File: config.mk
export PLATFORM = sky130hd
export DESIGN_NAME = masked_irq_timer
export DESIGN_NICKNAME = d
export VERILOG_FILES = /design/src/rtl/mit_pkg.sv /design/src/rtl/mit_ctrl.sv /design/src/rtl/mit_datapath.sv /design/src/rtl/masked_irq_timer.sv
export SDC_FILE = /design/constraint.sdc
export NUM_CORES = 1
export LEC_CHECK = 0
export BUFFER_PORTS_ARGS = -buffer_cell sky130_fd_sc_hd__buf_2
export CORE_MARGIN = 1
export CORE_UTILIZATION = 27
export DETAILED_ROUTE_END_ITERATION = 6
export GPL_TIMING_DRIVEN = 1
export PLACE_DENSITY = 0.47
export SLEW_MARGIN = 20
export SYNTH_ARGS = -nofsm -noshare
export SYNTH_HDL_FRONTEND = slang
export SYNTH_SLANG_ARGS = --single-unit
File: constraint.sdc
create_clock -name clk -period 2.6 [get_ports clk]
set_input_delay 0.26 -clock clk [delete_from_list [all_inputs] [get_ports clk]]
set_output_delay 0.26 -clock clk [all_outputs]
set_load 0.005 [all_outputs]
File: src/rtl/mit_pkg.sv
`timescale 1ns/1ps
package mit_pkg;
  // Strobes that the control path hands to the counter datapath each cycle.
  typedef struct packed {
    logic load;   // copy reload value into the counter
    logic clear;  // drop the pending interrupt
    logic step;   // perform one masked decrement
  } cntStrobes_t;
endpackage

File: src/rtl/mit_ctrl.sv
`timescale 1ns/1ps
module mit_ctrl
  import mit_pkg::*;
#(
  parameter int NIB_W   = 4,
  parameter int NUM_NIB = 4,
  parameter int DATA_W  = 8,
  localparam int CNT_W  = NIB_W * NUM_NIB,
  localparam int IDX_W  = $clog2(NUM_NIB)
) (
  input  logic              clk,
  input  logic              rstN,
  input  logic              tick,
  input  logic              relWr,
  input  logic [IDX_W-1:0]  relIdx,
  input  logic [DATA_W-1:0] wrData,
  input  logic              relLoad,
  input  logic              ctrlWr,
  output cntStrobes_t       strobes,
  output logic [CNT_W-1:0]  loadVal,
  output logic [CNT_W-1:0]  mask,
  output logic              enable
);
  logic [IDX_W-1:0] dropSel;     // number of upper nibbles frozen
  logic [IDX_W-1:0] dropSelNext;
  logic             enReg;

  // Highest set bit among wrData[NUM_NIB-1:1] wins.
  always_comb begin
    dropSelNext = '0;
    for (int b = 1; b < NUM_NIB; b++) begin
      if (wrData[b]) dropSelNext = IDX_W'(b);
    end
  end

  always_ff @(posedge clk or negedge rstN) begin
    if (!rstN) begin
      enReg   <= 1'b0;
      dropSel <= '0;
    end else if (ctrlWr) begin
      enReg   <= wrData[0];
      dropSel <= dropSelNext;
    end
  end

  for (genvar i = 0; i < NUM_NIB; i++) begin : g_nib
    logic [NIB_W-1:0] relNib;
    always_ff @(posedge clk or negedge rstN) begin
      if (!rstN) begin
        relNib <= '0;
      end else if (relWr && (relIdx == IDX_W'(i))) begin
        relNib <= wrData[NIB_W-1:0];
      end
    end
    assign loadVal[i*NIB_W +: NIB_W] = relNib;
    assign mask[i*NIB_W +: NIB_W]    = {NIB_W{(i + int'(dropSel)) < NUM_NIB}};
  end

  assign enable        = enReg;
  assign strobes.load  = relLoad;
  assign strobes.clear = relLoad | ctrlWr;
  assign strobes.step  = tick & enReg & ~relLoad & ~ctrlWr;
endmodule

File: src/rtl/mit_datapath.sv
`timescale 1ns/1ps
module mit_datapath
  import mit_pkg::*;
#(
  parameter int CNT_W = 16
) (
  input  logic             clk,
  input  logic             rstN,
  input  cntStrobes_t      strobes,
  input  logic [CNT_W-1:0] loadVal,
  input  logic [CNT_W-1:0] mask,
  output logic [CNT_W-1:0] count,
  output logic             irq
);
  logic [CNT_W-1:0] cntReg;
  logic [CNT_W-1:0] maskedCnt;
  logic [CNT_W-1:0] stepVal;
  logic             zeroHit;

  assign maskedCnt = cntReg & mask;
  assign zeroHit   = (maskedCnt == '0);
  assign stepVal   = (cntReg & ~mask) | ((maskedCnt - 1'b1) & mask);

  always_ff @(posedge clk or negedge rstN) begin
    if (!rstN) begin
      cntReg <= '0;
    end else if (strobes.load) begin
      cntReg <= loadVal;
    end else if (strobes.step) begin
      cntReg <= stepVal;
    end
  end

  always_ff @(posedge clk or negedge rstN) begin
    if (!rstN) begin
      irq <= 1'b0;
    end else if (strobes.clear) begin
      irq <= 1'b0;
    end else if (strobes.step && zeroHit) begin
      irq <= 1'b1;
    end
  end

  assign count = cntReg;
endmodule

File: src/rtl/masked_irq_timer.sv
`timescale 1ns/1ps
module masked_irq_timer
  import mit_pkg::*;
#(
  parameter int NIB_W   = 4,
  parameter int NUM_NIB = 4,
  parameter int DATA_W  = 8,
  localparam int CNT_W  = NIB_W * NUM_NIB,
  localparam int IDX_W  = $clog2(NUM_NIB)
) (
  input  logic              clk,
  input  logic              rstN,
  input  logic              tick,
  input  logic              relWr,
  input  logic [IDX_W-1:0]  relIdx,
  input  logic [DATA_W-1:0] wrData,
  input  logic              relLoad,
  input  logic              ctrlWr,
  output logic              irq,
  output logic [CNT_W-1:0]  count
);
  cntStrobes_t      strobes;
  logic [CNT_W-1:0] loadVal;
  logic [CNT_W-1:0] mask;
  logic             enable;

  mit_ctrl #(.NIB_W(NIB_W), .NUM_NIB(NUM_NIB), .DATA_W(DATA_W)) u_ctrl (
    .clk     (clk),
    .rstN    (rstN),
    .tick    (tick),
    .relWr   (relWr),
    .relIdx  (relIdx),
    .wrData  (wrData),
    .relLoad (relLoad),
    .ctrlWr  (ctrlWr),
    .strobes (strobes),
    .loadVal (loadVal),
    .mask    (mask),
    .enable  (enable)
  );

  mit_datapath #(.CNT_W(CNT_W)) u_dp (
    .clk     (clk),
    .rstN    (rstN),
    .strobes (strobes),
    .loadVal (loadVal),
    .mask    (mask),
    .count   (count),
    .irq     (irq)
  );
endmodule

==> results.toml, run 1 <==
[outcome]
outcome = "finished, final reports clean"

[synthesis]
synth_most_common_cell = "dfrtp_1"
syn_area_per_cell_um2 = 10.5
synth_area_um2 = 1920
synth-seq-cells = 36
synth_top_area_share_pct = 46.8
yosysSeqAreaShare_pct = 46.8
synth_area_leaders = "dfrtp_1 47%, mux2_2 8.2%, nand2_1 3.5%, a221o_1 3.1%, buf_6 2.9%"
postSynthNetCount = 202
synth_ff_type = "dfrtp_1"
synth_async_sr_flop_share_pct = 100
yosysTopAreaCell = "dfrtp_1"
synth_edf_count = 0
synth_common_cells = "36 x dfrtp_1, 18 x nand2_1, 14 x mux2_2, 14 x nor2_1, 10 x o21ai_0"
syn_inst = 184
synth_warnings = 0
synth_cell_types = 52

[route]
drc = 0
drtPass1Iterations = 4
wl_per_cell_um = 15.0
drtAntennaViolNets = 0
routed_wl_um = 4650
drtIter0Drc = 88
vias_per_cell = 4.85
vias = 1498

[global_routing]
antenna_found_initial = 0
grt_pass1_wl_um = 7490
grt-ovfl-total = 0
grt_max_degree = 37
grt_pass1_vias = 1417
grtUsageTotal_pct = 13.2

[worst_setup_path]
cp-end-kind = "flop"
ff2ff_path_depth = 7
required_ps = 2780
crit_type = "flop to flop"
critical_path_arrival_ps = 2260
crit_path_start_kind = "flop"
timing.rr.start = "u_dp.count[0]$_DFFE_PN0P_"
crit_fanout = 6
r2r_setup_slack_ps = 520

[sta]
worst_pin_slew_ps = 838
rsz0062_at_grt = "no"
finalCriticalPeriod_ps = 2080
final.setup.tns_ps = 0
max_freq_mhz = 480
fin_crit_sh_pct = 80.1
slew_viol_final = 0
hold_viol = 0
whs_ps = 71.7
slew_headroom_pct = 44.1
finalClockSkew_ps = 4.49
finalSetupViolations = 0

[die]
die_y_um = 86.4
start_util_pct = 28.2
rows = 30
die_w_um = 86.4
io_pins = 33
die-area_um2 = 7460
core_um2 = 6830

[power_and_ir_drop]
power.density_nw_per_um2 = 676
power.internal_uw = 1000
comb_power_share_pct = 21.2
ir_worst_vdd_mv = 0.198
p_sw_share_pct = 33.0
p_leak_uw = 0.000940
p_clk_share_pct = 27.6
p_seq_share_pct = 51.2
power_uw = 1500
switching_power_uw = 495

[clock_tree]
root_buffer = "clkbuf_8"
htreeDepth = 2
post_cts_resized = 0
post-cts-setup-buffers = 0
cts_tree = "done"
clk_pin_slew_worst_paths_ps = 80
clk_latency_ps = 290
cts.sinks = 36
cts_buffers = 5
hold_buffers = 0
cts_max_path_buffers = 2

[worst_hold_path]
min_path_type = "input port to asynchronous set/reset pin"

[finish]
stdcell_area_um2 = 2220
multi_input_area_um2 = 923
layout-drive-gt1-share_pct = 27.2
fillCellCount = 740
antennaDiodeCount = 0
regArea_um2 = 901
area_growth_pct = 15.2
finalNonFillerCells = 309
final_nets = 230

[placed_design]
io_buffers = 28
place_area_um2 = 2130
dp.cells = 301
hpwl_um = 3500
gp_congestion = 0.780

[flow_run]
cap_violations = 0
[critical path, cell delays in order, from the launching register on]
cell and delay [ps]:
dfrtp_1 460, inv_1 110, ha_1 160, nor3b_1 210, buf_4 170, nand2_1 130, nor4_1 360, mux2_1 360
[layout by cell type (no fill, tap or decap), types with 2 or more instances in the layout]
cell / Yosys / routed
buf_2: 1 / 28
o21ai_0: 10 / 10
or3_1: 2 / 2
or4_1: 2 / 2
buf_4: 0 / 2
nand3_1: 5 / 5
nor3b_1: 3 / 3
mux2_1: 2 / 2
ha_1: 2 / 2
clkbuf_8: 0 / 5
o211ai_1: 2 / 2
o21ai_1: 4 / 4
nor3_1: 7 / 7
dfrtp_1: 36 / 36
nand3b_1: 2 / 2
a221o_1: 6 / 6
a21oi_1: 4 / 4
mux2_2: 14 / 14
nor4_1: 4 / 4
nor2_1: 14 / 14
nand2_1: 18 / 18
nor2b_1: 2 / 2
inv_1: 7 / 7
[power groups by stage]
stage	clock network (uW)	registers [uW]	logic, uW
4_1_cts	430	766	321
6_report	414	767	317
2_1_floorplan	0	742	219
5_1_grt	451	784	354
3_3_place_gp	0	778	316
3_5_place_dp	0	778	320
[layer usage]
metal | routed length, um | share of wire, % | global-route usage, %
met3 | 148 | 3.2 | 2.76
met1 | 2370 | 51 | 18.7
met4 | 33 | 0.71 | 3.79
met5 | 0 | 0 | 0
met2 | 2100 | 45 | 20.3
[cell type report]
cell class              count  area share, %
inverters                   7           1.19
well taps                  96           5.42
flip-flops and latches     36           40.7
clock inverters             3          0.960
clock buffers               5           3.11
multi-input cells         132           41.7
repair buffers             30           7.00
[metrics by stage]
step	setup WS (ps)	utilization, %
floorplan	706	-
detailed placement	553	31.1
global route	433	32.4
CTS	529	32.4
global placement	544	31.1
finish	517	32.4
[kinds of logic (layout without fill, tap and decap cells)]
kind of cell               after synthesis  count (layout)  share of synthesized area, %
AOI/OAI and AO/OA                       44              44                          16.7
xor gates and xnor gates                 2               2                         0.911
adders and majority gates                2               2                          1.30
buffers and inverters                   16              45                          5.14
DFF                                     36              36                          46.8
muxes                                   17              17                          10.1
and+or+nand+nor                         67              67                          18.9
[how the worst max path moves through the flow]
| stage | start | end | slack (ps) | cells past startpoint |
|---|---|---|---|---|
| 2_1_floorplan | u_dp.count[0]$_DFFE_PN0P_ | flop | 710 | 6 |
| 6_report | u_dp.count[0]$_DFFE_PN0P_ | flop | 520 | 7 |
| 3_3_place_gp | u_dp.count[0]$_DFFE_PN0P_ | flop | 540 | 7 |
| 5_1_grt | u_dp.count[0]$_DFFE_PN0P_ | flop | 430 | 7 |
| 3_5_place_dp | u_dp.count[0]$_DFFE_PN0P_ | flop | 550 | 7 |
| 4_1_cts | u_dp.count[0]$_DFFE_PN0P_ | flop | 530 | 7 |
Power figures use the tool's default switching activity.
==> run 2: changes to the inputs <==
--- a/config.mk
+++ b/config.mk
@@ -5,6 +5,7 @@
 export SDC_FILE = /design/constraint.sdc
 export NUM_CORES = 1
 export LEC_CHECK = 0
+export ABC_AREA = 1
 export BUFFER_PORTS_ARGS = -buffer_cell sky130_fd_sc_hd__buf_2
 export CORE_MARGIN = 1
 export CORE_UTILIZATION = 27
==> constraint.sdc (replaced) <==
create_clock -name clk -period 2.06 [get_ports clk]
set_input_delay 0.206 -clock clk [delete_from_list [all_inputs] [get_ports clk]]
set_output_delay 0.206 -clock clk [all_outputs]
set_load 0.005 [all_outputs]
==> run 2 against run 1 <==
  * Wire length grew 11%
  * Count of clock-buffer cells in the layout did not move
  * Worst setup slack got worse by 15 ps
  * Sequential share of layout area decreased by 2.7 points
  * Die area rose by 3.9%
  * Sequential power increased by 21%
  * Via count rose by 17%
==> results.toml, run 2 <==
[synthesis]
synth_area_um2 = 2000
synth_mux_area_share_pct = 0
synth_common_cells = "77 x nand2_1, 36 x dfrtp_1, 25 x nand3_1, 24 x o21ai_0, 21 x inv_1"
syn_inst = 256
synth_xor_area_share_pct = 0.876
synth_top_family_by_area = "simple AND/OR/NAND/NOR gates"
synth_cell_types = 30
synth_top_area_share_pct = 45.0
synth_ff_type = "dfrtp_1"
synthSimpleGateAreaFrac_pct = 34.7
yosysTopAreaCell = "dfrtp_1"
syn_area_per_cell_um2 = 7.82
yosysSeqAreaShare_pct = 45.0
synth_compound_area_share_pct = 13.0
synth_edf_count = 0
synth_most_common_cell = "nand2_1"
synth-adder-area-share_pct = 1.25
synth_async_sr_flop_share_pct = 100
postSynthNetCount = 274
synth-seq-cells = 36
synth_warnings = 0
synth_area_leaders = "dfrtp_1 45%, nand2_1 14%, nand3_1 6.3%, o21ai_0 6.0%, inv_1 3.9%"

[sta]
whs_ps = 7.16
final.setup.tns_ps = 0
hold_viol = 0
worst_pin_slew_ps = 821
slew_viol_final = 0
fin_crit_sh_pct = 75.6
finalClockSkew_ps = 4.78
finalSetupViolations = 0
max_freq_mhz = 642
slew_headroom_pct = 45.3
rsz0062_at_grt = "no"
finalCriticalPeriod_ps = 1560

[route]
drtIter0Drc = 126
drc = 0
vias_per_cell = 4.49
drtAntennaViolNets = 0
wl_per_cell_um = 13.3
routed_wl_um = 5180
vias = 1750
drtPass1Iterations = 4

[placed_design]
gp_congestion = 0.854
dp.cells = 382
hpwl_um = 3960
io_buffers = 28

[finish]
fillCellCount = 833
layout_commonest_cell = "nand2_1"
antennaDiodeCount = 0
regArea_um2 = 901
finalNonFillerCells = 390
multi_input_area_um2 = 997
final_cell_mix = "77 x nand2_1, 36 x dfrtp_1, 28 x buf_2"
final_nets = 308
area_growth_pct = 18.7
layout-drive-gt1-share_pct = 20.6

[clock_tree]
clk_latency_ps = 290
cts_buffers = 5
clk_pin_slew_worst_paths_ps = 80
hold_buffers = 0
cts_max_path_buffers = 2
cts.sinks = 36
root_buffer = "clkbuf_8"
htreeDepth = 2
cts_tree = "done"
post_cts_resized = 0
post-cts-setup-buffers = 0

[worst_setup_path]
ff2ff_path_depth = 11
crit_path_start_kind = "flop"
cp-end-kind = "flop"
required_ps = 2240
crit_type = "flop to flop"
critical_path_arrival_ps = 1740
r2r_setup_slack_ps = 500
timing.rr.start = "u_dp.count[0]$_DFFE_PN0P_"
crit_fanout = 5

[die]
rows = 31
die-area_um2 = 7760
core_um2 = 7210
io_pins = 33
start_util_pct = 27.7
die_w_um = 88.1
die_y_um = 88.1

[global_routing]
grt_pass1_wl_um = 8670
grt-ovfl-total = 0
grt_max_degree = 37
grtUsageTotal_pct = 15.2
antenna_found_initial = 0
grt_pass1_vias = 1715

[worst_hold_path]
min_path_type = "input port to asynchronous set/reset pin"

[power_and_ir_drop]
power_uw = 2010
p_leak_uw = 0.00118
ir_worst_vdd_mv = 0.378
power.density_nw_per_um2 = 845

[flow_run]
cap_violations = 0

[outcome]
outcome = "finished, final reports clean"
-- run 2: cell count changes after synthesis, moves of 7 or more --
cell and delta:
inv_1 +14, nand2_1 +59, mux2_2 -14, o21ai_0 +14
a22oi_1 +7, nand3_1 +20
-- run 2: logic make-up after synthesis --
group | Yosys count
adders and majority gates | 2
DFF | 36
and+or+nand+nor | 143
xor gates and xnor gates | 2
AOI/OAI and AO/OA | 46
buffers and inverters | 27
-- run 2: layer usage --
layer	GRT usage, %	part of all wire (%)	up-vias
met5	0	0	-
met3	3.02	3.2	7
li1	-	-	920
met2	24.4	48	30
met4	6.30	1.8	0
met1	19.9	47	793
-- run 2: layout make-up --
| cell class | instances | area share [%] |
|---|---|---|
| Timing Repair Buffer | 29 | 6.22 |
| Tap cell | 99 | 5.22 |
| Inverter | 25 | 3.95 |
| Multi-Input combinational cell | 193 | 42.0 |
| Clock buffer | 5 | 2.90 |
| Sequential cell | 36 | 37.9 |
| Clock inverter | 3 | 1.79 |
-- run 2: worst max path at each step --
stage                      end  slack, ps                           from
final                     flop        500      u_dp.count[0]$_DFFE_PN0P_
after global routing      flop        330  u_ctrl.dropSel[1]$_DFFE_PN0P_
after CTS                 flop        480      u_dp.count[3]$_DFFE_PN0P_
after detailed placement  flop        500      u_dp.count[3]$_DFFE_PN0P_
after global placement    flop        500  u_ctrl.dropSel[1]$_DFFE_PN0P_
after floorplan           flop        690      u_dp.count[0]$_DFFE_PN0P_
-- run 2: worst max-delay path, cell delays in order (launching register included) --
cell,delay (ps)
dfrtp_1,410
inv_1,110
ha_1,200
nand2_1,110
inv_2,100
nand2_2,90
nor2_4,150
nand2_1,70
nand2_1,70
nand2_1,40
nand2_1,50
nand2_1,40
-- run 2: stage by stage --
step | area [um^2] | worst slack [ps] | utilization (%)
after global placement | 2260 | 499 | 31.4
after global routing | 2370 | 328 | 32.9
after CTS | 2370 | 484 | 32.9
after detailed placement | 2260 | 504 | 31.4
after floorplan | 2000 | 691 | -
final | 2370 | 502 | 32.9
-- run 2: power by group --
part	internal, uW	total (uW)	switching (uW)
clock network	358	633	275
registers	813	929	116
logic	176	444	268
total	1350	2010	659
==> run 3: changes to the inputs <==
--- a/config.mk
+++ b/config.mk
@@ -11,7 +11,7 @@
 export CORE_UTILIZATION = 27
 export DETAILED_ROUTE_END_ITERATION = 6
 export GPL_TIMING_DRIVEN = 1
-export PLACE_DENSITY = 0.47
+export PLACE_DENSITY = 0.49
 export SLEW_MARGIN = 20
 export SYNTH_ARGS = -nofsm -noshare
 export SYNTH_HDL_FRONTEND = slang
==> constraint.sdc (replaced) <==
create_clock -name clk -period 1.4 [get_ports clk]
set_input_delay 0.14 -clock clk [delete_from_list [all_inputs] [get_ports clk]]
set_output_delay 0.14 -clock clk [all_outputs]
set_load 0.005 [all_outputs]
==> run 3 against run 2 <==
  * Cell area is 14% higher
  * Total power is 52% higher
  * Clock power is 23% higher
  * Via count is 6.9% higher
  * Die area stayed put
  * Sequential share of layout area is 4.6 points lower
  * Maximum frequency is 13% higher
  * Worst setup slack worse by 490 ps
  * First-iteration DRC count is 29% lower
  * Wire length is 4.4% higher
  * Sequential power is 46% higher
  * Largest cell class unchanged
==> results.toml, run 3 (synthesized netlist as in run 2, its figures left out) <==
[outcome]
outcome = "finished, final reports clean"

[worst_setup_path]
crit_type = "flop to flop"
critical_path.cell_chain = "nand2_4 > nand2_2 > nand3_4 > nor3_4 > nand3_1 > nand2_1 > nand2_1"
crit_fanout = 6
crit_path_start_kind = "flop"
ff2ff_path_depth = 7
crit_path_frequent_cell = "nand2_1"
critical_path_arrival_ps = 1570
required_ps = 1590
slowest_delay_ps = 500
cp-end-kind = "flop"
crit_slowest_cell = "dfrtp_2"

[placed_design]
gp_congestion = 0.826
pre_cts_ws_ps = -57.6
hpwl_um = 4140
io_buffers = 28
dp.cells = 409
place_area_um2 = 2470

[global_routing]
antenna_found_initial = 0
grt_max_degree = 37
grtUsageTotal_pct = 15.4
grt_pass1_wl_um = 8930
grt-ovfl-total = 0
grt_pass1_vias = 1750

[route]
vias_per_cell = 4.40
vias = 1871
drtPass1Iterations = 4
drtIter0Drc = 89
wl_per_cell_um = 12.7
routed_wl_um = 5410
drtAntennaViolNets = 0
drc = 0

[flow_run]
cap_violations = 0

[die]
core_um2 = 7210
die_w_um = 88.1
die_y_um = 88.1
start_util_pct = 27.7
io_pins = 33
die-area_um2 = 7760
rows = 31

[clock_tree]
cts.sinks = 36
cts_tree = "done"
clk_pin_slew_worst_paths_ps = 80
cts_max_path_buffers = 2
root_buffer = "clkbuf_8"
htreeDepth = 2
clk_latency_ps = 300
cts_buffers = 5

[power_and_ir_drop]
p_leak_uw = 0.00134
ir_worst_vdd_mv = 0.404
power.density_nw_per_um2 = 1130

[finish]
area_growth_pct = 35.4
layout-drive-gt1-share_pct = 33.1
layout_commonest_cell = "nand2_1"
stdcell_area_um2 = 2710
finalNonFillerCells = 425
antennaDiodeCount = 0
fillCellCount = 801
final_nets = 343
final_cell_mix = "75 x nand2_1, 34 x dfrtp_1, 30 x buf_4"

[sta]
fin_crit_sh_pct = 98.9
finalClockSkew_ps = 13.6
finalSetupViolations = 0
setup_slack_ps = 15.5
rsz0062_at_grt = "yes"
slew_viol_final = 0
max_freq_mhz = 722
whs_ps = 95.6
worst_pin_slew_ps = 462
finalCriticalPeriod_ps = 1380
hold_viol = 0
slew_headroom_pct = 69.2

[worst_hold_path]
min_path_type = "input port to flop"
hold_path_depth = 3
[run 3: final timing paths]
check	from	end	slack, ps
max	u_ctrl.dropSel[1]$_DFFE_PN0P_	flop	20
min	wrData[1]	u_ctrl.dropSel[0]$_DFFE_PN0P_	100
max reg2reg	u_ctrl.dropSel[1]$_DFFE_PN0P_	flop	20
min reg2reg	u_ctrl.g_nib[0].relNib[0]$_DFFE_PN0P_	u_ctrl.g_nib[0].relNib[0]$_DFFE_PN0P_	490
max in group asynchronous	rstN	u_ctrl.dropSel[1]$_DFFE_PN0P_	620
min in group asynchronous	rstN	asynchronous set/reset pin	410
[run 3: layer usage]
layer  routed length (um)  GRT usage, %  vias to the layer above
met4                   26          3.96                        0
met1                 2660          21.8                      854
met3                  123          2.26                        2
li1                     -             -                      989
met2                 2600          24.5                       26
met5                    0             0                        -
[run 3: layout make-up]
type | count | area [um^2] | share of cell area (%)
Inverter | 25 | 96.3 | 3.56
Tap cell | 99 | 124 | 4.57
Timing Repair Buffer | 63 | 420 | 15.5
Clock inverter | 2 | 16.3 | 0.600
Clock buffer | 6 | 72.6 | 2.68
Multi-Input combinational cell | 194 | 1080 | 39.7
Sequential cell | 36 | 903 | 33.3
[run 3: per-stage QoR]
step	total power [uW]	setup TNS, ps	util, %
2_1_floorplan	1790	0	-
3_3_place_gp	2180	-50.0	34.2
3_5_place_dp	2190	-77.9	34.2
4_1_cts	3010	0	36.1
5_1_grt	3250	-683	37.5
6_report	3050	0	37.5
[run 3: worst max-delay path, delay by kind of cell, from the launching register on]
family | cells | cell delay, ps
flip-flops | 1 | 500
AND/OR/NAND/NOR | 7 | 780
[run 3: timing repair]
action                                  4_1_cts  5_1_grt
gates cloned                                  0        1
hold buffers                                  1        0
hold endpoints to repair                     36        0
resized for setup                             5       23
pin swaps                                     2       13
endpoints found under the setup margin        4       10
buffers inserted                              4        2
[run 3: power by group]
| part | internal (uW) | switching, uW | total, uW |
|---|---|---|---|
| Clock | 355 | 421 | 776 |
| Sequential | 1200 | 159 | 1360 |
| Combinational | 434 | 482 | 916 |
